--- src/rtl/nanfix_pkg.sv ---
// Package: shared lane geometry and element-size encoding for the NaN fixup stage.
// Assumes IEEE-754 binary32/binary64 layouts (sign, exponent, fraction).
package nanfix_pkg;
    localparam int SGL_W      = 32;
    localparam int SGL_FRAC_W = 23;
    localparam int DBL_W      = 64;
    localparam int DBL_FRAC_W = 52;

    typedef enum logic {
        ELEM_32 = 1'b0,
        ELEM_64 = 1'b1
    } elem_e;
endpackage

--- src/rtl/nanfix_lane.sv ---
// Module: one lane of NaN propagation for a parameterised float format.
// Detects NaN in either source, picks the propagated operand by priority
// (single NaN, signaling A, signaling B, A) and forces its quiet bit.
// Assumes LANE_W = 1 + exponent + FRAC_W. An inactive lane outputs zero.
module nanfix_lane #(
    parameter int LANE_W = 32,
    parameter int FRAC_W = 23
) (
    input  logic              en,
    input  logic [LANE_W-1:0] a,
    input  logic [LANE_W-1:0] b,
    input  logic [LANE_W-1:0] raw,
    output logic [LANE_W-1:0] res,
    output logic              hit
);
    localparam int EXP_W = LANE_W - 1 - FRAC_W;
    localparam int QBIT  = FRAC_W - 1;
    localparam logic [LANE_W-2:0] INF_MAG = {{EXP_W{1'b1}}, {FRAC_W{1'b0}}};
    localparam logic [LANE_W-1:0] QMASK   = {{(LANE_W-1-QBIT){1'b0}}, 1'b1, {QBIT{1'b0}}};

    logic              a_nan;
    logic              b_nan;
    logic [LANE_W-1:0] pick;

    // Classify each operand by comparing its magnitude with infinity.
    always_comb begin
        a_nan = a[LANE_W-2:0] > INF_MAG;
        b_nan = b[LANE_W-2:0] > INF_MAG;
    end

    // Select the NaN operand to propagate by priority.
    always_comb begin
        if (a_nan && !b_nan)      pick = a;
        else if (!a_nan && b_nan) pick = b;
        else if (!a[QBIT])        pick = a;
        else if (!b[QBIT])        pick = b;
        else                      pick = a;
    end

    // Drive the lane output: zero when inactive, quieted NaN on hit, else raw.
    always_comb begin
        hit = en && (a_nan || b_nan);
        if (!en)      res = '0;
        else if (hit) res = pick | QMASK;
        else          res = raw;
    end
endmodule

--- src/rtl/nanfix_core.sv ---
// Module: combinational vector fixup. Builds both 32-bit and 64-bit lane
// arrays and selects one by element size. Half mode deactivates the upper
// half of the lanes. Assumes VEC_W is a multiple of 64.
module nanfix_core
    import nanfix_pkg::*;
#(
    parameter int VEC_W = 128
) (
    input  elem_e                   size,
    input  logic                    half,
    input  logic [VEC_W-1:0]        a,
    input  logic [VEC_W-1:0]        b,
    input  logic [VEC_W-1:0]        raw,
    output logic [VEC_W-1:0]        res,
    output logic [VEC_W/SGL_W-1:0]  hit
);
    localparam int N_SGL = VEC_W / SGL_W;
    localparam int N_DBL = VEC_W / DBL_W;

    logic [VEC_W-1:0] res_sgl;
    logic [VEC_W-1:0] res_dbl;
    logic [N_SGL-1:0] hit_sgl;
    logic [N_DBL-1:0] hit_dbl;

    for (genvar i = 0; i < N_SGL; i++) begin : g_sgl
        logic en_i;
        // Lane is active unless half mode excludes the upper lanes.
        always_comb en_i = !half || (i < N_SGL / 2);
        nanfix_lane #(.LANE_W(SGL_W), .FRAC_W(SGL_FRAC_W)) u_lane (
            .en  (en_i),
            .a   (a[i*SGL_W +: SGL_W]),
            .b   (b[i*SGL_W +: SGL_W]),
            .raw (raw[i*SGL_W +: SGL_W]),
            .res (res_sgl[i*SGL_W +: SGL_W]),
            .hit (hit_sgl[i])
        );
    end

    for (genvar j = 0; j < N_DBL; j++) begin : g_dbl
        logic en_j;
        // Lane is active unless half mode excludes the upper lanes.
        always_comb en_j = !half || (j < N_DBL / 2);
        nanfix_lane #(.LANE_W(DBL_W), .FRAC_W(DBL_FRAC_W)) u_lane (
            .en  (en_j),
            .a   (a[j*DBL_W +: DBL_W]),
            .b   (b[j*DBL_W +: DBL_W]),
            .raw (raw[j*DBL_W +: DBL_W]),
            .res (res_dbl[j*DBL_W +: DBL_W]),
            .hit (hit_dbl[j])
        );
    end

    // Choose the lane array that matches the element size.
    always_comb begin
        if (size == ELEM_64) begin
            res = res_dbl;
            hit = {{(N_SGL-N_DBL){1'b0}}, hit_dbl};
        end else begin
            res = res_sgl;
            hit = hit_sgl;
        end
    end
endmodule

--- src/rtl/nanfix_stage.sv ---
// Module: top of the NaN fixup stage. Registers the fixed-up vector and the
// per-lane hit flags with one cycle of latency and a valid bit.
// Assumes the adder presents operands and raw result in the same cycle.
module nanfix_stage
    import nanfix_pkg::*;
#(
    parameter int VEC_W = 128
) (
    input  logic                    clk,
    input  logic                    rst_n,
    input  logic                    in_valid,
    input  logic                    in_wide,
    input  logic                    in_half,
    input  logic [VEC_W-1:0]        src_a,
    input  logic [VEC_W-1:0]        src_b,
    input  logic [VEC_W-1:0]        raw_res,
    output logic                    out_valid,
    output logic [VEC_W-1:0]        out_res,
    output logic [VEC_W/32-1:0]     out_hit
);
    localparam int N_SGL = VEC_W / SGL_W;
    localparam int N_DBL = VEC_W / DBL_W;
    localparam int HALF  = VEC_W / 2;

    elem_e            size;
    logic [VEC_W-1:0] fix_res;
    logic [N_SGL-1:0] fix_hit;

    // Map the size select onto the element encoding.
    always_comb size = elem_e'(in_wide);

    nanfix_core #(.VEC_W(VEC_W)) u_core (
        .size (size),
        .half (in_half),
        .a    (src_a),
        .b    (src_b),
        .raw  (raw_res),
        .res  (fix_res),
        .hit  (fix_hit)
    );

    // Output register: load on valid input, hold otherwise.
    always_ff @(posedge clk) begin
        if (!rst_n) begin
            out_valid <= 1'b0;
            out_res   <= '0;
            out_hit   <= '0;
        end else begin
            out_valid <= in_valid;
            if (in_valid) begin
                out_res <= fix_res;
                out_hit <= fix_hit;
            end
        end
    end

    a_r9_valid_rise: assert property (@(posedge clk) disable iff (!rst_n)
        in_valid |=> out_valid);
    a_r9_valid_fall: assert property (@(posedge clk) disable iff (!rst_n)
        !in_valid |=> !out_valid);
    a_r9_hold_idle: assert property (@(posedge clk) disable iff (!rst_n)
        !in_valid |=> ($stable(out_res) && $stable(out_hit)));
    a_r7_upper_zero: assert property (@(posedge clk) disable iff (!rst_n)
        (in_valid && in_half) |=> (out_res[VEC_W-1:HALF] == '0 && out_hit[N_SGL-1:N_SGL/2] == '0));
    a_r8_wide_flags: assert property (@(posedge clk) disable iff (!rst_n)
        (in_valid && in_wide) |=> (out_hit[N_SGL-1:N_DBL] == '0));

    for (genvar i = 0; i < N_SGL; i++) begin : g_chk_sgl
        a_r2_quiet_sgl: assert property (@(posedge clk) disable iff (!rst_n)
            (in_valid && !in_wide) |=> (!out_hit[i] || out_res[i*SGL_W + SGL_FRAC_W - 1]));
    end
    for (genvar j = 0; j < N_DBL; j++) begin : g_chk_dbl
        a_r2_quiet_dbl: assert property (@(posedge clk) disable iff (!rst_n)
            (in_valid && in_wide) |=> (!out_hit[j] || out_res[j*DBL_W + DBL_FRAC_W - 1]));
    end
endmodule

--- config.mk ---
export PLATFORM = sky130hd
export DESIGN_NAME = nanfix_stage
export DESIGN_NICKNAME = d
export VERILOG_FILES = /design/src/rtl/nanfix_pkg.sv /design/src/rtl/nanfix_lane.sv /design/src/rtl/nanfix_core.sv /design/src/rtl/nanfix_stage.sv
export SDC_FILE = /design/constraint.sdc
export NUM_CORES = 1
export LEC_CHECK = 0
export BUFFER_PORTS_ARGS = -buffer_cell sky130_fd_sc_hd__buf_2
export CAP_MARGIN = 20
export CELL_PAD_IN_SITES_DETAIL_PLACEMENT = 1
export CELL_PAD_IN_SITES_GLOBAL_PLACEMENT = 2
export CORE_AREA = 4 4 203 205
export CTS_CLUSTER_SIZE = 20
export DETAILED_ROUTE_END_ITERATION = 8
export DIE_AREA = 0 0 207 209
export GPL_TIMING_DRIVEN = 1
export HOLD_SLACK_MARGIN = 0.12
export PLACE_DENSITY = 0.87
export SLEW_MARGIN = 20
export SYNTH_ARGS = -nofsm -noshare
export SYNTH_HDL_FRONTEND = slang
export SYNTH_SLANG_ARGS = --single-unit
export TNS_END_PERCENT = 30
--- constraint.sdc ---
create_clock -name clk -period 5.26 [get_ports clk]
set_input_delay 0 -clock clk [delete_from_list [all_inputs] [get_ports clk]]
set_output_delay 0 -clock clk [all_outputs]
set_load 0.01 [all_outputs]
==> results.yml, run 1 <==
run_status:
  status: "complete, no violations"
clock_network:
  worstSkewPairLatency_ns: 0.43
  cts_buffers: 17
  tritoncts: "done"
  postCtsSetupBuffers: 0
  clkSinkCount: 133
  htreeDepth: 4
  ctsLongestPathBuffers: 2
  path_clk_slew_ns: 0.06
  cts-root-buf: "clkbuf_16"
power:
  clock_power_share: 0.423
  power_density_nw_per_um2: 220
  intPower_uw: 2250
  seq_power_share: 0.346
  swShare: 0.295
  combPwrFrac: 0.231
  p_sw_uw: 940
  p_leak_uw: 0.00643
  vdd_drop_max_mv: 0.188
floorplan:
  die-area_um2: 43300
  die_x_um: 207
  io_pins: 522
  die_y_um: 209
  start_util: 0.210
  core_area_um2: 39500
  num_rows: 73
synth:
  syn-num-nets: 1444
  avgSynthCellArea_um2: 7.86
  yosys_warnings: 0
  yosys.area_share.simple: 0.224
  yosysSeqAreaShare: 0.321
  synth_top_family_by_area: "compound AO/OA/AOI/OAI gates"
  synthMuxAreaShare: 0.0638
  yosys_most_used_dff: "dfxtp_1"
  syn-cell-area_um2: 8290
  synth_fa_ha_area_frac: 0.00121
  ys_seq_elements: 133
  synth_compound_area_frac: 0.344
  synth-xor-area-share: 0
  netlist_instances: 1055
  synthArstFlopShare: 0
  synth-edff-count: 0
  synth_cell_types: 62
timing:
  setup_viol: 0
  fin_ws_ns: 0.927
  fmax_mhz: 231
  tightest_slew_ns: 1.02
  slew_headroom: 0.321
  fin_tns_setup_ns: 0
  slew_violations: 0
  finalCritPeriodShare: 0.824
  fin_worst_skew_ns: 0
  finalHoldViolCount: 0
  rsz0062_at_grt: "no"
  period_minus_slack_ns: 4.33
routing:
  first_pass_iters: 5
  wl_per_cell_um: 23.3
  viasPerCell: 5.41
  wirelength_mm: 53.9
  antenna_left: 0
  num_vias: 12500
  drc: 0
  drt_iter0_drc: 784
cells_and_area:
  drive_gt1_frac: 0.350
  final_nets: 2160
  synthToLayoutAreaGrowth_pct: 74.4
  nFillCells: 4874
  final_cell_mix: "buf_2, dlygate4sd3_1, nand2_1, dfxtp_1, o21ai_0"
  final_util: 0.366
  layout_commonest_cell: "buf_2"
place:
  preCtsSetupSlack_ns: 1.66
  io_buffers: 521
  dpl.hpwl_mm: 39.3
  gp_congestion: 0.977
worst_setup_path:
  startpoint_type: "input port"
  crit_required_ns: 5.63
  cp-end-kind: "flop"
  crit_arrival_ns: 4.70
  path_max_fanout: 30
  crit_type: "in2reg"
  rrSetupSlack_ns: 3.61
run:
  drv_cap: 0
global_routing:
  globalRoute.busiestLayer: "met2"
  grt_start_max_net_pins: 62
  grt_pass1_wl_mm: 81.6
  antenna_found_initial: 8
  grt_use_met2: 0.420
  use_met3: 0.0521
  gr-total-overflow: 0
  use_met1: 0.271
  grt.total_usage: 0.237
  grt_pass1_vias: 13700
min_path:
  timing.hold.worst.class: "in2reg"
state kept, by name, summed over array words and instances, names as in the netlist:
name,count
out_res,128
out_hit,4
out_valid,1
Yosys cell counts, drive strengths merged, types with 3 or more instances:
master     n  share of area
a211o      3         0.0032
a211oi    12          0.011
a21oi     46          0.028
a221oi    44          0.053
a22oi     16          0.014
a2bb2oi   19          0.020
a31oi      6         0.0045
and2       3         0.0023
buf       15          0.012
clkbuf    66          0.030
dfxtp    133           0.32
inv        8         0.0036
mux2      23          0.031
mux2i     27          0.033
nand2    133          0.060
nand2b     7         0.0053
nand3     49          0.030
nand3b     3         0.0027
nand4     28          0.021
nor2      57          0.026
nor2b     20          0.015
nor3      14         0.0085
nor4      54          0.042
o2111ai   23          0.024
o211ai    27          0.024
o21a       4         0.0036
o21ai     95          0.057
o221a      3         0.0041
o221ai    28          0.030
o22ai     34          0.026
o31ai     20          0.018
or3        4         0.0030
through the flow:
stage	instances	hold slack (ns)	area (um^2)	power [uW]
5_1_grt	2315	0.239	14500	3320
6_report	2315	0.212	14500	3190
3_5_place_dp	2036	0.226	11400	1700
2_1_floorplan	1055	0.116	8290	1350
3_3_place_gp	2035	0.216	11400	1690
4_1_cts	2308	0.180	14400	3210
metal layers:
layer / vias to the layer above / part of all wire
met5: - / 0.00013
met4: 2 / 0.045
met3: 152 / 0.061
met2: 624 / 0.50
met1: 6113 / 0.39
li1: 5628 / -
power by group through the flow:
| stage | clock, uW | sequential, uW | combinational (uW) |
|---|---|---|---|
| after floorplan | 0 | 1140 | 203 |
| after global placement | 0 | 1120 | 569 |
| after detailed placement | 0 | 1120 | 581 |
| after CTS | 1380 | 1100 | 725 |
| after global routing | 1420 | 1110 | 793 |
| final | 1350 | 1100 | 737 |
what timing repair did:
item                                   CTS  global route
hold buffers                           241             0
gates resized for setup                  0             0
endpoints found under the hold margin  128             0
cell families after synthesis:
kind of cell / after synthesis
compound gates: 400
fa+ha+maj: 1
buf+inv: 90
flops: 133
mux: 50
simple gates: 381
worst max-delay path, stage by stage:
cell and delay [ns]:
dlygate4sd3_1 0.54, buf_2 0.14, nor4_1 0.62, nand4_1 0.43, nor4_1 0.76, a211o_1 0.36
a32o_2 0.79, a221oi_1 0.21, a21oi_1 0.22, dlygate4sd3_1 0.60
cell type report:
cell class                      count  area (um^2)  area share
Multi-Input combinational cell    832         5320       0.368
Inverter                            9         33.8     0.00234
Tap cell                          525          657      0.0454
Timing Repair Buffer              778         5140       0.356
Antenna cell                        7         17.5     0.00121
Sequential cell                   133         2660       0.184
Clock inverter                     12          179      0.0124
Clock buffer                       19          453      0.0313
worst paths after layout:
kind                              startpoint           end  depth (start not counted)
worst max-delay path                src_b[0]   out_res[21]                         10
worst min-delay path                in_valid  out_res[117]                          4
worst max register to register   out_res[37]   out_res[37]                          4
worst min register to register  out_res[117]  out_res[117]                          2
No activity file was read; power rests on OpenSTA's default activity.
==> run 2: changes to the inputs <==
--- a/config.mk
+++ b/config.mk
@@ -9,13 +9,13 @@
 export CAP_MARGIN = 20
 export CELL_PAD_IN_SITES_DETAIL_PLACEMENT = 1
 export CELL_PAD_IN_SITES_GLOBAL_PLACEMENT = 2
-export CORE_AREA = 4 4 203 205
+export CORE_MARGIN = 4
+export CORE_UTILIZATION = 22
 export CTS_CLUSTER_SIZE = 20
 export DETAILED_ROUTE_END_ITERATION = 8
-export DIE_AREA = 0 0 207 209
 export GPL_TIMING_DRIVEN = 1
 export HOLD_SLACK_MARGIN = 0.12
-export PLACE_DENSITY = 0.87
+export PLACE_DENSITY = 0.9
 export SLEW_MARGIN = 20
 export SYNTH_ARGS = -nofsm -noshare
 export SYNTH_HDL_FRONTEND = slang
==> constraint.sdc (replaced) <==
create_clock -name clk -period 4.45 [get_ports clk]
set_input_delay 0 -clock clk [delete_from_list [all_inputs] [get_ports clk]]
set_output_delay 0 -clock clk [all_outputs]
set_load 0.01 [all_outputs]
==> run 2 against run 1 <==
Against the previous run: sequential share of layout area is essentially flat; critical path type unchanged; global-route usage up 1.4 points; first-iteration DRC count is 16% lower; non-clock buffer count grew 6; sequential power up 18%; register-to-register slack got worse by 0.70 ns; final cell count down 0.82%; total power grew 17%; clock skew stayed put; cell area fell by 0.12%.
==> results.yml, run 2 (synthesis results as in run 1) <==
place:
  gp_congestion: 0.895
  io_buffers: 521
  placed_area_um2: 11400
  post-place-cells: 2018
  preCtsSetupSlack_ns: 1.02
  dpl.hpwl_mm: 38.4
timing:
  finalCritPeriodShare: 0.905
  fin_worst_skew_ns: 0
  finalHoldViolCount: 0
  period_minus_slack_ns: 4.03
  tightest_slew_ns: 1.02
  fmax_mhz: 248
  fin_ws_ns: 0.421
  slew_headroom: 0.313
  hold_slack_ns: 0.163
  setup_viol: 0
  slew_violations: 0
  rsz0062_at_grt: "no"
  fin_tns_setup_ns: 0
clock_network:
  clkSinkCount: 133
  worstSkewPairLatency_ns: 0.44
  cts_buffers: 17
  ctsLongestPathBuffers: 2
  cts-resized-gates: 0
  htreeDepth: 4
  path_clk_slew_ns: 0.07
  tritoncts: "done"
  cts-root-buf: "clkbuf_16"
floorplan:
  die_y_um: 202
  io_pins: 522
  start_util: 0.225
  die-area_um2: 40900
  die_x_um: 202
  core_area_um2: 36900
  num_rows: 70
worst_setup_path:
  path_cells: "dlygate4sd3_1 -> buf_2 -> nor4_1 -> nand4_1 -> nor4_1 -> a211o_1 -> a32o_2 -> a221oi_1 -> a21oi_1 -> dlygate4sd3_1"
  crit_type: "in2reg"
  path_max_fanout: 30
  crit_arrival_ns: 4.41
  max_stage_delay_ns: 0.82
  cp_top_family: "compound AO/OA/AOI/OAI gates"
  crit_required_ns: 4.83
  crit_buf_inv: 3
  crit_slowest_cell: "a32o_2"
  cp-end-kind: "flop"
  startpoint_type: "input port"
run:
  drv_cap: 0
run_status:
  status: "complete, no violations"
power:
  p_sw_uw: 1110
  intPower_uw: 2600
  combPwrFrac: 0.235
  swShare: 0.300
  power_density_nw_per_um2: 257
  clock_power_share: 0.415
  seq_power_share: 0.351
  vdd_drop_max_mv: 0.263
  p_leak_uw: 0.00645
cells_and_area:
  top_regs: "out_res (128), out_hit (4), out_valid (1)"
  fin_cells: 2296
  final_nets: 2166
  largest_register_ffs: 128
  top_register: "out_res"
  drive_gt1_frac: 0.350
  synthToLayoutAreaGrowth_pct: 74.2
  layout_commonest_cell: "buf_2"
  fin_area_um2: 14400
  final_cell_mix: "buf_2, dlygate4sd3_1, nand2_1, dfxtp_1, o21ai_0"
global_routing:
  grt_pass1_vias: 13700
  grt_pass1_wl_mm: 81.6
  antenna_found_initial: 3
  grt_start_max_net_pins: 91
  gr-total-overflow: 0
  grt.total_usage: 0.251
routing:
  first_pass_iters: 5
  antenna_left: 0
  drt_iter0_drc: 660
  drc: 0
  viasPerCell: 5.45
  wirelength_mm: 53.8
  wl_per_cell_um: 23.4
  num_vias: 12500
min_path:
  timing.hold.worst.class: "in2reg"
run 2: cell count changes in the layout (fill, tap and decap cells not counted), sizes merged:
cell,change
bufinv,-1
clkinv,+2
clkbuf,+1
inv,+1
buf,+3
dlygate4sd3,+3
diode,-5
clkinvlp,-2
run 2: per-layer routing:
layer  part of all wire  global-route usage  routed length (um)  up-vias
met1               0.39               0.281               20800     6181
met5            0.00019                   0                  10        -
met4              0.043               0.110                2330        2
li1                   -                   -                   -     5635
met3              0.063              0.0589                3410      128
met2               0.51               0.453               27200      567
run 2: cell type report:
type / instances / area [um^2]
Antenna cell: 2 / 5.00
Clock buffer: 20 / 457
Clock inverter: 12 / 153
Fill cell: 4573 / 22400
Inverter: 9 / 33.8
Multi-Input combinational cell: 832 / 5310
Sequential cell: 133 / 2660
Tap cell: 504 / 631
Timing Repair Buffer: 784 / 5190
run 2: final timing paths:
path                              startpoint            to  slack, ns  cells after the start
worst min register to register  out_res[123]  out_res[123]       0.43                      2
worst min-delay path              src_a[117]  out_res[117]       0.16                      5
worst max register to register   out_res[63]   out_res[63]       2.91                      4
worst max-delay path                src_b[0]   out_res[17]       0.42                     10
run 2: what timing repair did:
| item | CTS | global route |
|---|---|---|
| buffers inserted | 0 | 0 |
| hold endpoints to repair | 128 | 0 |
| hold buffers | 244 | 0 |
run 2: stage by stage:
stage | util | power [uW]
final | 0.392 | 3720
after global routing | 0.392 | 3880
after CTS | 0.392 | 3740
after detailed placement | 0.309 | 2010
after global placement | 0.309 | 2000
after floorplan | - | 1590
run 2: power by group through the flow:
stage / combinational [uW] / clock, uW / sequential (uW)
final: 873 / 1540 / 1300
after global routing: 937 / 1630 / 1310
after CTS: 857 / 1580 / 1300
after detailed placement: 684 / 0 / 1330
after global placement: 671 / 0 / 1320
after floorplan: 240 / 0 / 1350
run 2: tightest hold or removal path, stage by stage:
cell      delay (ns)
buf_2           0.12
nand2_1         0.06
a32oi_1         0.13
o221ai_1        0.19
nand2_1         0.06
==> run 3: changes to the inputs <==
--- a/config.mk
+++ b/config.mk
@@ -9,6 +9,7 @@
 export CAP_MARGIN = 20
 export CELL_PAD_IN_SITES_DETAIL_PLACEMENT = 1
 export CELL_PAD_IN_SITES_GLOBAL_PLACEMENT = 2
+export CORE_ASPECT_RATIO = 0.5
 export CORE_MARGIN = 4
 export CORE_UTILIZATION = 22
 export CTS_CLUSTER_SIZE = 20
==> run 3 against run 2 <==
Against the previous run: die area up 0.46%; worst setup slack worse by 0.15 ns; sequential power about the same; wire length up 5.5%; fmax down 3.6%; first-iteration DRC count up 55%; utilization up 0.69 points; flip-flop and latch count unchanged; critical endpoint is now out_res[21]; cell area up 0.85%; largest cell class unchanged; critical path depth up 1.
==> results.yml, run 3 (synthesis results as in run 1) <==
timing:
  fin_worst_skew_ns: 0
  tightest_slew_ns: 1.16
  setup_viol: 0
  slew_headroom: 0.228
  fmax_mhz: 239
  rsz0062_at_grt: "no"
  fin_tns_setup_ns: 0
  finalCritPeriodShare: 0.939
  finalHoldViolCount: 0
  slew_violations: 0
  period_minus_slack_ns: 4.18
routing:
  antenna_left: 0
  num_vias: 12900
  first_pass_iters: 5
  wirelength_mm: 56.7
  drt_iter0_drc: 1021
  viasPerCell: 5.57
  drc: 0
  wl_per_cell_um: 24.6
floorplan:
  die_x_um: 283
  start_util: 0.227
  die-area_um2: 41000
  die_y_um: 145
  num_rows: 49
  core_area_um2: 36500
  io_pins: 522
worst_setup_path:
  r2r_cells: 4
  r2r-end: "out_res[48]"
  cp-end-kind: "flop"
  timing.rr.start: "out_res[48]"
  rrSetupSlack_ns: 2.80
  crit_required_ns: 4.85
  path_max_fanout: 31
  crit_path_start: "src_b[17]"
  crit_arrival_ns: 4.58
  startpoint_type: "input port"
  crit_type: "in2reg"
min_path:
  worstHoldPathCells: 5
  timing.hold.worst.class: "in2reg"
  min_to: "out_res[117]"
  worstHoldStart: "src_a[117]"
place:
  io_buffers: 521
  post-place-cells: 1995
  gp_congestion: 0.932
  dpl.hpwl_mm: 39.5
global_routing:
  grt.total_usage: 0.261
  antenna_found_initial: 32
  grt_pass1_wl_mm: 82.3
  gr-total-overflow: 0
  grt_pass1_vias: 13200
  grt_start_max_net_pins: 112
clock_network:
  htreeDepth: 4
  tritoncts: "done"
  postCtsSetupBuffers: 0
  ctsLongestPathBuffers: 2
  clkSinkCount: 133
  path_clk_slew_ns: 0.06
  worstSkewPairLatency_ns: 0.45
  cts_buffers: 17
  cts-root-buf: "clkbuf_16"
cells_and_area:
  final_cell_mix: "buf_2, dlygate4sd3_1, nand2_1, dfxtp_1, o21ai_0"
  synthToLayoutAreaGrowth_pct: 75.7
  largest_register_ffs: 128
  final_nets: 2166
  fin_cells: 2308
  final_util: 0.399
  layout_commonest_cell: "buf_2"
  drive_gt1_frac: 0.348
  top_register: "out_res"
  top_regs: "out_res (128), out_hit (4), out_valid (1)"
power:
  p_leak_uw: 0.00648
  vdd_drop_max_mv: 0.277
  power_density_nw_per_um2: 264
run_status:
  status: "complete, no violations"
run:
  drv_cap: 0
## run 3: cell types whose count changed in the layout (fill, tap and decap cells not counted), sizes merged
| cell | change |
|---|---|
| clkinvlp | +1 |
| bufinv | +2 |
| clkbuf | -1 |
| diode | +33 |
| inv | +1 |
| clkinv | -4 |
| buf | -3 |
| dlygate4sd3 | +3 |
## run 3: worst max-delay path: stages
cell	delay [ns]
dlygate4sd3_1	0.53
buf_2	0.13
nor4_1	0.49
nand4_1	0.29
nor4_1	0.60
o221ai_1	0.47
o21ai_4	0.53
a221oi_1	0.23
dlygate4sd3_1	0.60
a21oi_1	0.13
dlygate4sd3_1	0.56
## run 3: worst max path at each step
stage	to	slack, ns	cells past startpoint
2_1_floorplan	out_res[11]	2.25	9
3_3_place_gp	out_res[2]	1.41	8
3_5_place_dp	out_res[20]	1.28	8
4_1_cts	out_res[21]	0.18	11
5_1_grt	out_res[21]	0.11	11
6_report	out_res[21]	0.27	11
## run 3: area by class of cell
type	count	area, um^2
fillers	4543	22000
multi-input cells	832	5320
repair buffers	784	5220
flip-flops and latches	133	2660
well taps	484	606
clock buffers	19	443
clock inverters	12	201
diodes	35	87.6
inverters	9	33.8
## run 3: metal layers
| layer | up-vias | global-route usage | share of wire |
|---|---|---|---|
| li1 | 5667 | - | - |
| met1 | 6399 | 0.296 | 0.38 |
| met2 | 582 | 0.455 | 0.51 |
| met3 | 210 | 0.0551 | 0.055 |
| met4 | 0 | 0.152 | 0.057 |
| met5 | - | 0 | 0 |
## run 3: per-stage QoR
stage	setup WS [ns]	power [uW]	hold slack (ns)	instance area, um^2
6_report	0.271	3850	0.179	14600
5_1_grt	0.106	3980	0.222	14600
4_1_cts	0.184	3830	0.152	14500
3_5_place_dp	1.28	2000	0.225	11300
3_3_place_gp	1.41	2000	0.219	11300
2_1_floorplan	2.25	1590	0.116	8290
## run 3: timing repair
action,in CTS,in global routing
endpoints found under the hold margin,129,0
setup endpoints to repair,0,2
gates resized for setup,0,2
hold buffers,247,0
## run 3: where the power goes
part / internal [uW] / switching (uW)
logic: 434 / 448
clock network: 1010 / 653
registers: 1260 / 46.5
total: 2700 / 1150
